## src/rtl/adc_word_reader.sv

```systemverilog
module adc_word_reader #(
  parameter int HI_CYC  = 2,
  parameter int LO_CYC  = 3,
  parameter int TMO_CYC = 200
) (
  input  logic        clk,
  input  logic        rst_n,
  input  logic        start,
  input  logic        wide,
  input  logic        sdi,
  output logic        cs_n,
  output logic        sclk,
  output logic        rd_valid,
  output logic [19:0] result_mag,
  output logic        res_sign,
  output logic        res_ovr,
  output logic        frame_err,
  output logic        tmo_err
);
  localparam int PMAX = (HI_CYC > LO_CYC) ? HI_CYC : LO_CYC;
  localparam int PW   = $clog2(PMAX + 1);
  localparam int TW   = $clog2(TMO_CYC + 1);

  typedef enum logic [1:0] {S_IDLE, S_POLL, S_HIGH, S_LOW} st_t;

  st_t           st;
  logic [PW-1:0] ph;
  logic [TW-1:0] tmo;
  logic [5:0]    nb;
  logic [31:0]   sh;
  logic          wide_q;

  wire        hi_done = (ph == PW'(HI_CYC - 1));
  wire        lo_done = (ph == PW'(LO_CYC - 1));
  wire [5:0]  nlast   = wide_q ? 6'd32 : 6'd24;
  wire [23:0] word    = wide_q ? sh[31:8] : sh[23:0];
  wire        pad_bad = wide_q & ~(&sh[7:0]);

  always_ff @(posedge clk or negedge rst_n) begin
    if (!rst_n) begin
      st <= S_IDLE; ph <= '0; tmo <= '0; nb <= '0; sh <= '0; wide_q <= 1'b0;
      cs_n <= 1'b1; sclk <= 1'b0; rd_valid <= 1'b0;
      result_mag <= '0; res_sign <= 1'b0; res_ovr <= 1'b0;
      frame_err <= 1'b0; tmo_err <= 1'b0;
    end else begin
      rd_valid <= 1'b0;
      case (st)
        S_IDLE: if (start) begin
          st <= S_POLL; cs_n <= 1'b0; ph <= '0; tmo <= '0; nb <= '0;
          wide_q <= wide; tmo_err <= 1'b0;
        end
        S_POLL: begin
          if (lo_done && !sdi) begin
            sclk <= 1'b1; sh <= {sh[30:0], sdi}; nb <= 6'd1;
            ph <= '0; st <= S_HIGH;
          end else if (tmo == TW'(TMO_CYC - 1)) begin
            tmo_err <= 1'b1; cs_n <= 1'b1; st <= S_IDLE;
          end else begin
            tmo <= tmo + 1'b1;
            if (!lo_done) ph <= ph + 1'b1;
          end
        end
        S_HIGH: begin
          if (hi_done) begin
            sclk <= 1'b0; ph <= '0;
            if (nb == nlast) begin
              cs_n <= 1'b1; rd_valid <= 1'b1; st <= S_IDLE;
              result_mag <= word[19:0]; res_sign <= word[21]; res_ovr <= word[20];
              frame_err <= word[23] | word[22] | pad_bad;
            end else st <= S_LOW;
          end else ph <= ph + 1'b1;
        end
        S_LOW: begin
          if (lo_done) begin
            sclk <= 1'b1; sh <= {sh[30:0], sdi}; nb <= nb + 1'b1;
            ph <= '0; st <= S_HIGH;
          end else ph <= ph + 1'b1;
        end
        default: st <= S_IDLE;
      endcase
    end
  end
endmodule

```

## config.mk

```make
export PLATFORM = sky130hd
export DESIGN_NAME = adc_word_reader
export DESIGN_NICKNAME = d
export VERILOG_FILES = /design/src/rtl/adc_word_reader.sv
export SDC_FILE = /design/constraint.sdc
export NUM_CORES = 1
export LEC_CHECK = 0
export ABC_CLOCK_PERIOD_IN_PS = 1800
export CORE_ASPECT_RATIO = 0.7
export CORE_UTILIZATION = 57
export DETAILED_ROUTE_END_ITERATION = 10
export DONT_BUFFER_PORTS = 1
export GPL_ROUTABILITY_DRIVEN = 0
export PLACE_DENSITY = 0.75
export SYNTH_ARGS = -nofsm -noshare
export SYNTH_HDL_FRONTEND = slang
export SYNTH_SLANG_ARGS = --single-unit
```

## constraint.sdc

```tcl
create_clock -name clk -period 1.8 [get_ports clk]
set_input_delay 0.27 -clock clk [delete_from_list [all_inputs] [get_ports clk]]
set_output_delay 0.27 -clock clk [all_outputs]
set_load 0.03 [all_outputs]
```

==> flow_metrics.py, run 1 <==
metrics = {
    "logic_synthesis": {
        "synth.distinct_cells": 44,
        "ys_seq_elements": 78,
        "yosysTopAreaCell": "dfrtp_1",
        "ys_async_sr_fraction": 1.000,
        "synth.yosys.seq_area_share": 0.5392,
        "synth_edf_count": 0,
        "synth_top_cells_by_area": "dfrtp_1 (53%), mux2_2 (10%), mux2i_1 (7.2%)",
        "yosys_warnings": 0,
        "syn_nets": 336,
        "avgSynthCellArea_um2": 11.21,
        "syn_area_um2": 3622,
        "ys.flop_type": "dfrtp_1",
        "synth_top_area_share": 0.5320,
        "synthesis.instances": 323,
    },
    "grt": {
        "grt_max_degree": 79,
        "top_usage_layer": "met1",
        "grt_use_met2": 0.3398,
        "first_global_vias": 2321,
        "grt_pass1_wl_um": 11780,
        "grt_usage": 0.2348,
        "antenna_found_initial": 0,
        "grtUsageMet3": 0.07762,
        "grtUsageMet1": 0.3437,
        "grt-ovfl-total": 0,
    },
    "finish": {
        "drive_gt1_frac": 0.2969,
        "finalNetCount": 366,
        "seqCellArea_um2": 1953,
        "final_common_cell": "dfrtp_1",
        "antenna_cells": 0,
        "num-fill-cells": 405,
        "multiInputGateArea_um2": 1699,
        "final_cell_mix": "dfrtp_1 (77), nand2_1 (42), mux2_2 (33), o21ai_0 (30), buf_4 (29)",
        "syn_to_final_growth_pct": 17.65,
        "fin_util": 0.7189,
    },
    "detailed_routing": {
        "vias_per_cell": 5.972,
        "via_count": 2580,
        "drc": 0,
        "post_drt_wl_per_cell_um": 18.35,
        "drtAntennaViolNets": 0,
        "drt_wl_total_um": 7929,
        "drt_iter0_markers": 184,
        "firstDrtPassIters": 4,
    },
    "worst_setup_path": {
        "ff2ff_setup_slack_ns": -0.04,
        "cp_max_fo": 4,
        "worstSetupEndpointType": "flip-flop",
        "r2r_start": "ph[0]",
        "worstPathRequired_ns": 2.08,
        "critPathLaunchType": "flip-flop",
        "slowest_stage": "or3b_4",
        "cp_cell_sequence": "or3b_4 -> a211oi_4 -> nand3_2 -> or3_4 -> a21oi_2",
        "r2r_cells": 5,
        "cpPeakStageDelay_ns": 0.45,
        "timing.rr.end": "nb[5]",
        "path_class": "flip-flop to flip-flop",
        "crit_arrival_ns": 2.12,
    },
    "clock_tree": {
        "clock_latency_ns": 0.35,
        "clk_path_buf_depth": 2,
        "root_buffer": "clkbuf_8",
        "cts_htree_levels": 3,
        "cts_buffers": 9,
        "cts_tree": "built",
        "cts.clk_slew.worst_paths_ns": 0.07,
        "cts_sinks": 78,
    },
    "floorplan": {
        "coreArea_um2": 5928,
        "die_w_um": 97.28,
        "chipHeight_um": 68.70,
        "fp-row-count": 23,
        "start_util": 0.6110,
        "io_pins": 32,
        "dieArea_um2": 6683,
    },
    "pwr": {
        "power_density_nw_per_um2": 1374,
        "p_leak_nw": 2.018,
        "swShare": 0.3543,
        "peakVddDrop_mv": 0.8192,
        "clkPwrFrac": 0.218,
        "p_switching_mw": 2.074,
        "pwr-share-comb": 0.411,
        "seqPwrFrac": 0.371,
        "intPower_mw": 3.780,
    },
    "timing": {
        "fmax_ghz": 0.5427,
        "setup_viol": 1,
        "slew_violations": 0,
        "rsz0062_at_grt": "yes",
        "fin_crit_ns": 1.843,
        "hold_viol": 78,
        "hold_slack_ns": -0.3924,
        "worst_pin_slew_ns": 0.5456,
        "relSlewSlack": 0.6329,
        "fin_crit_sh": 1.024,
        "timing.final.ws_setup_ns": -0.04279,
        "finClkSkew_ns": 0.004583,
    },
    "run_status": {
        "violations": "negative hold slack, negative setup slack",
        "status": "finished, violations left",
    },
    "run": {
        "max-cap-violations": 0,
    },
    "place": {
        "place_ws_ns": -0.1389,
        "dp_hpwl_um": 4904,
        "port_buffers": 0,
    },
    "min_path": {
        "min_path_type": "primary input to asynchronous set/reset pin",
    },
}
kinds of logic after synthesis:
logic type | Yosys count | share of synthesized area
AND/OR/NAND/NOR | 97 | 0.1333
AO/OA/AOI/OAI | 59 | 0.09776
buffers and inverters | 19 | 0.02038
XOR/XNOR | 3 | 0.007255
adder cells (fa/ha/maj) | 8 | 0.02763
flip-flops | 78 | 0.5392
multiplexers | 59 | 0.1744
worst max path at each step:
stage                       from      to  cells past startpoint
after floorplan            st[1]  sh[10]                      7
after global placement     st[1]  tmo[3]                      8
after detailed placement   st[1]  tmo[3]                      8
after CTS                  st[1]   nb[5]                      7
after global routing      tmo[1]    cs_n                      6
final                      ph[0]   nb[5]                      5
cells in the mapped netlist (2+ instances only):
| cell type | number |
|---|---|
| dfrtp_1 | 77 |
| nand2_1 | 45 |
| mux2_2 | 33 |
| o21ai_0 | 31 |
| mux2i_1 | 26 |
| nor2_1 | 13 |
| clkbuf_1 | 10 |
| a21oi_1 | 8 |
| ha_1 | 8 |
| nand4_1 | 7 |
| nor2b_1 | 6 |
| inv_1 | 5 |
| nand2b_1 | 5 |
| o31ai_1 | 5 |
| nand3_1 | 3 |
| nor3_1 | 3 |
| o211ai_1 | 3 |
| a31oi_1 | 2 |
| buf_1 | 2 |
| buf_2 | 2 |
| nand4b_1 | 2 |
| nand4bb_1 | 2 |
| nor4_1 | 2 |
| o21ai_1 | 2 |
| xor2_1 | 2 |
metrics by stage:
step	TNS [ns]	std cells	power, mW	instance area (um2)
finish	-0.04279	432	5.854	4262
floorplan	-1.591	323	3.491	3623
CTS	0	428	5.547	4115
detailed placement	-0.4357	410	4.170	3881
global route	-0.7449	432	6.175	4262
global placement	-0.007999	410	4.112	3881
worst max-delay path, delay by kind of cell (launching register included):
| kind | cells | cell delay (ns) |
|---|---|---|
| AOI/OAI and AO/OA | 2 | 0.48 |
| DFF | 1 | 0.41 |
| and+or+nand+nor | 3 | 0.89 |
layout make-up:
| type | instances | share of cell area |
|---|---|---|
| Sequential cell | 78 | 0.4583 |
| Multi-Input combinational cell | 226 | 0.3987 |
| Timing Repair Buffer | 33 | 0.07223 |
| Clock buffer | 11 | 0.03318 |
| Tap cell | 75 | 0.02202 |
| Clock inverter | 4 | 0.01116 |
| Inverter | 5 | 0.004404 |
repair_timing:
action / in CTS / in global routing
gates resized for setup: 6 / 21
buffers inserted: 3 / 2
pin swaps: 2 / 6
cloned: 0 / 2
endpoints found under the hold margin: 78 / 78
setup endpoints to repair: 36 / 42
layer usage:
layer	part of all wire	vias up
li1	-	1211
met1	0.46	1280
met4	0.011	0
met3	0.074	7
met2	0.45	82
met5	0	-
sequential cells by signal (all words and copies together), names as in the netlist:
register and flops:
result_mag 20, cs_n 1, sclk 1, res_ovr 1
tmo_err 1, nb 6, sh 32, res_sign 1
ph 2, st 2, wide_q 1, rd_valid 1
frame_err 1, tmo 8
power groups by stage:
stage               logic, mW  registers [mW]  clock network, mW
global placement         1.93            2.18                  0
floorplan                1.31            2.18                  0
finish                   2.41            2.17               1.28
CTS                      2.10            2.16               1.29
global route             2.60            2.19               1.38
detailed placement       1.98            2.19                  0
No activity file was read; power rests on OpenSTA's default activity.
==> inputs of run 2 (changes only) <==
--- a/config.mk
+++ b/config.mk
@@ -6,12 +6,13 @@
 export NUM_CORES = 1
 export LEC_CHECK = 0
 export ABC_CLOCK_PERIOD_IN_PS = 1800
-export CORE_ASPECT_RATIO = 0.7
 export CORE_UTILIZATION = 57
+export CTS_CLUSTER_DIAMETER = 40
 export DETAILED_ROUTE_END_ITERATION = 10
 export DONT_BUFFER_PORTS = 1
 export GPL_ROUTABILITY_DRIVEN = 0
 export PLACE_DENSITY = 0.75
+export REMOVE_ABC_BUFFERS = 1
 export SYNTH_ARGS = -nofsm -noshare
 export SYNTH_HDL_FRONTEND = slang
 export SYNTH_SLANG_ARGS = --single-unit
==> flow_metrics.py, run 2 (synthesized netlist as in run 1, its figures left out) <==
metrics = {
    "run_status": {
        "status": "finished, violations left",
        "violations": "negative hold slack, negative setup slack",
    },
    "clock_tree": {
        "clk_path_buf_depth": 2,
        "cts.clk_slew.worst_paths_ns": 0.09,
        "clock_latency_ns": 0.34,
        "root_buffer": "clkbuf_8",
        "cts_htree_levels": 3,
        "cts_sinks": 78,
        "cts_tree": "built",
        "cts_buffers": 9,
    },
    "timing": {
        "relSlewSlack": 0.7054,
        "worst_pin_slew_ns": 0.4382,
        "fmax_ghz": 0.5517,
        "hold_viol": 78,
        "hold_slack_ns": -0.3868,
        "timing.final.ws_setup_ns": -0.01257,
        "fin_crit_sh": 1.007,
        "finClkSkew_ns": 0.01359,
        "fin_crit_ns": 1.813,
        "slew_violations": 0,
        "rsz0062_at_grt": "yes",
        "setup_viol": 1,
    },
    "floorplan": {
        "fp-row-count": 28,
        "die_w_um": 81.72,
        "io_pins": 32,
        "dieArea_um2": 6677,
        "chipHeight_um": 81.72,
        "coreArea_um2": 6026,
        "start_util": 0.6011,
    },
    "finish": {
        "seqCellArea_um2": 1953,
        "fin_util": 0.6989,
        "multiInputGateArea_um2": 1688,
        "antenna_cells": 0,
        "regMostFlops": "sh",
        "num-fill-cells": 440,
        "largest_register_ffs": 32,
        "drive_gt1_frac": 0.2837,
        "final_cell_mix": "dfrtp_1 (77), nand2_1 (43), mux2_2 (33), o21ai_0 (29), mux2i_1 (26)",
        "reg.largest.list": "sh (32), result_mag (20), tmo (8)",
        "final_common_cell": "dfrtp_1",
        "finalNetCount": 357,
        "instances_no_fill": 424,
        "syn_to_final_growth_pct": 16.27,
    },
    "detailed_routing": {
        "post_drt_wl_per_cell_um": 16.33,
        "firstDrtPassIters": 4,
        "drtAntennaViolNets": 0,
        "via_count": 2471,
        "drt_wl_total_um": 6925,
        "drc": 0,
        "drt_iter0_markers": 147,
        "vias_per_cell": 5.828,
    },
    "worst_setup_path": {
        "path_class": "flip-flop to flip-flop",
        "cp_max_fo": 2,
        "crit_arrival_ns": 2.07,
        "worstSetupEndpointType": "flip-flop",
        "critPathLaunchType": "flip-flop",
        "worstPathRequired_ns": 2.06,
    },
    "min_path": {
        "min_path_type": "primary input to asynchronous set/reset pin",
    },
    "place": {
        "place_ws_ns": -0.06778,
        "dp.cells": 404,
        "port_buffers": 0,
        "dp_hpwl_um": 4326,
    },
    "pwr": {
        "clkPwrFrac": 0.246,
        "swShare": 0.3465,
        "intPower_mw": 3.834,
        "p_leak_nw": 1.974,
        "p_total_mw": 5.867,
        "peakVddDrop_mv": 1.235,
        "power_density_nw_per_um2": 1393,
        "p_switching_mw": 2.033,
        "pwr-share-comb": 0.382,
        "seqPwrFrac": 0.372,
    },
    "grt": {
        "antenna_found_initial": 0,
        "grt_pass1_wl_um": 10870,
        "first_global_vias": 2407,
        "grt_max_degree": 79,
        "grt-ovfl-total": 0,
        "grt_usage": 0.2187,
    },
    "run": {
        "max-cap-violations": 0,
    },
}
[run 2: final timing paths]
path | start | slack (ns) | cells after the start | to
setup / recovery | tmo[1] | -0.01 | 6 | cs_n
hold / removal | rst_n | -0.39 | 0 | result_mag[7]
setup reg to reg | tmo[1] | -0.01 | 6 | cs_n
hold reg to reg | tmo[6] | 0.53 | 1 | tmo[6]
max in group asynchronous | rst_n | 1.98 | 0 | cs_n
min in group clk | wide | 0.12 | 1 | wide_q
[run 2: layout make-up]
cell class	count	area share
clock buffer	9	0.02941
clock inverter	7	0.02258
inverter	5	0.004456
multi-input combinational	226	0.4008
sequential	78	0.4638
tap	75	0.02228
timing repair buffer	24	0.05674
[run 2: per-stage QoR]
| stage | cell area (um2) | setup TNS (ns) |
|---|---|---|
| finish | 4212 | -0.01257 |
| global placement | 3849 | 0 |
| detailed placement | 3849 | -0.1334 |
| floorplan | 3567 | -36.54 |
| global route | 4212 | -0.2121 |
| CTS | 4094 | -0.1173 |
[run 2: routing by layer]
layer | GRT usage | part of all wire | up-vias
li1 | - | - | 1186
met1 | 0.2727 | 0.45 | 1225
met2 | 0.3533 | 0.51 | 56
met3 | 0.05778 | 0.034 | 4
met4 | 0.1053 | 0.0069 | 0
met5 | 0 | 0 | -
[run 2: timing repair]
item | 4_1_cts | 5_1_grt
setup buffers | 1 | 1
gates resized for setup | 6 | 19
pin swaps | 2 | 5
cloned | 0 | 2
setup endpoints to repair | 15 | 46
endpoints found under the hold margin | 78 | 78
[run 2: power groups by stage]
stage,combinational [mW],sequential (mW),clock [mW]
finish,2.24,2.18,1.44
global route,2.44,2.20,1.54
CTS,1.98,2.16,1.48
detailed placement,1.94,2.19,0
global placement,1.89,2.18,0
floorplan,1.18,2.28,0
[run 2: critical path: stages, from the launching register on]
cell and delay, ns:
dfrtp_1 0.37, ha_2 0.18, nand4_1 0.10, or4_4 0.45, a221oi_2 0.24, nand3_1 0.12, mux2_2 0.28
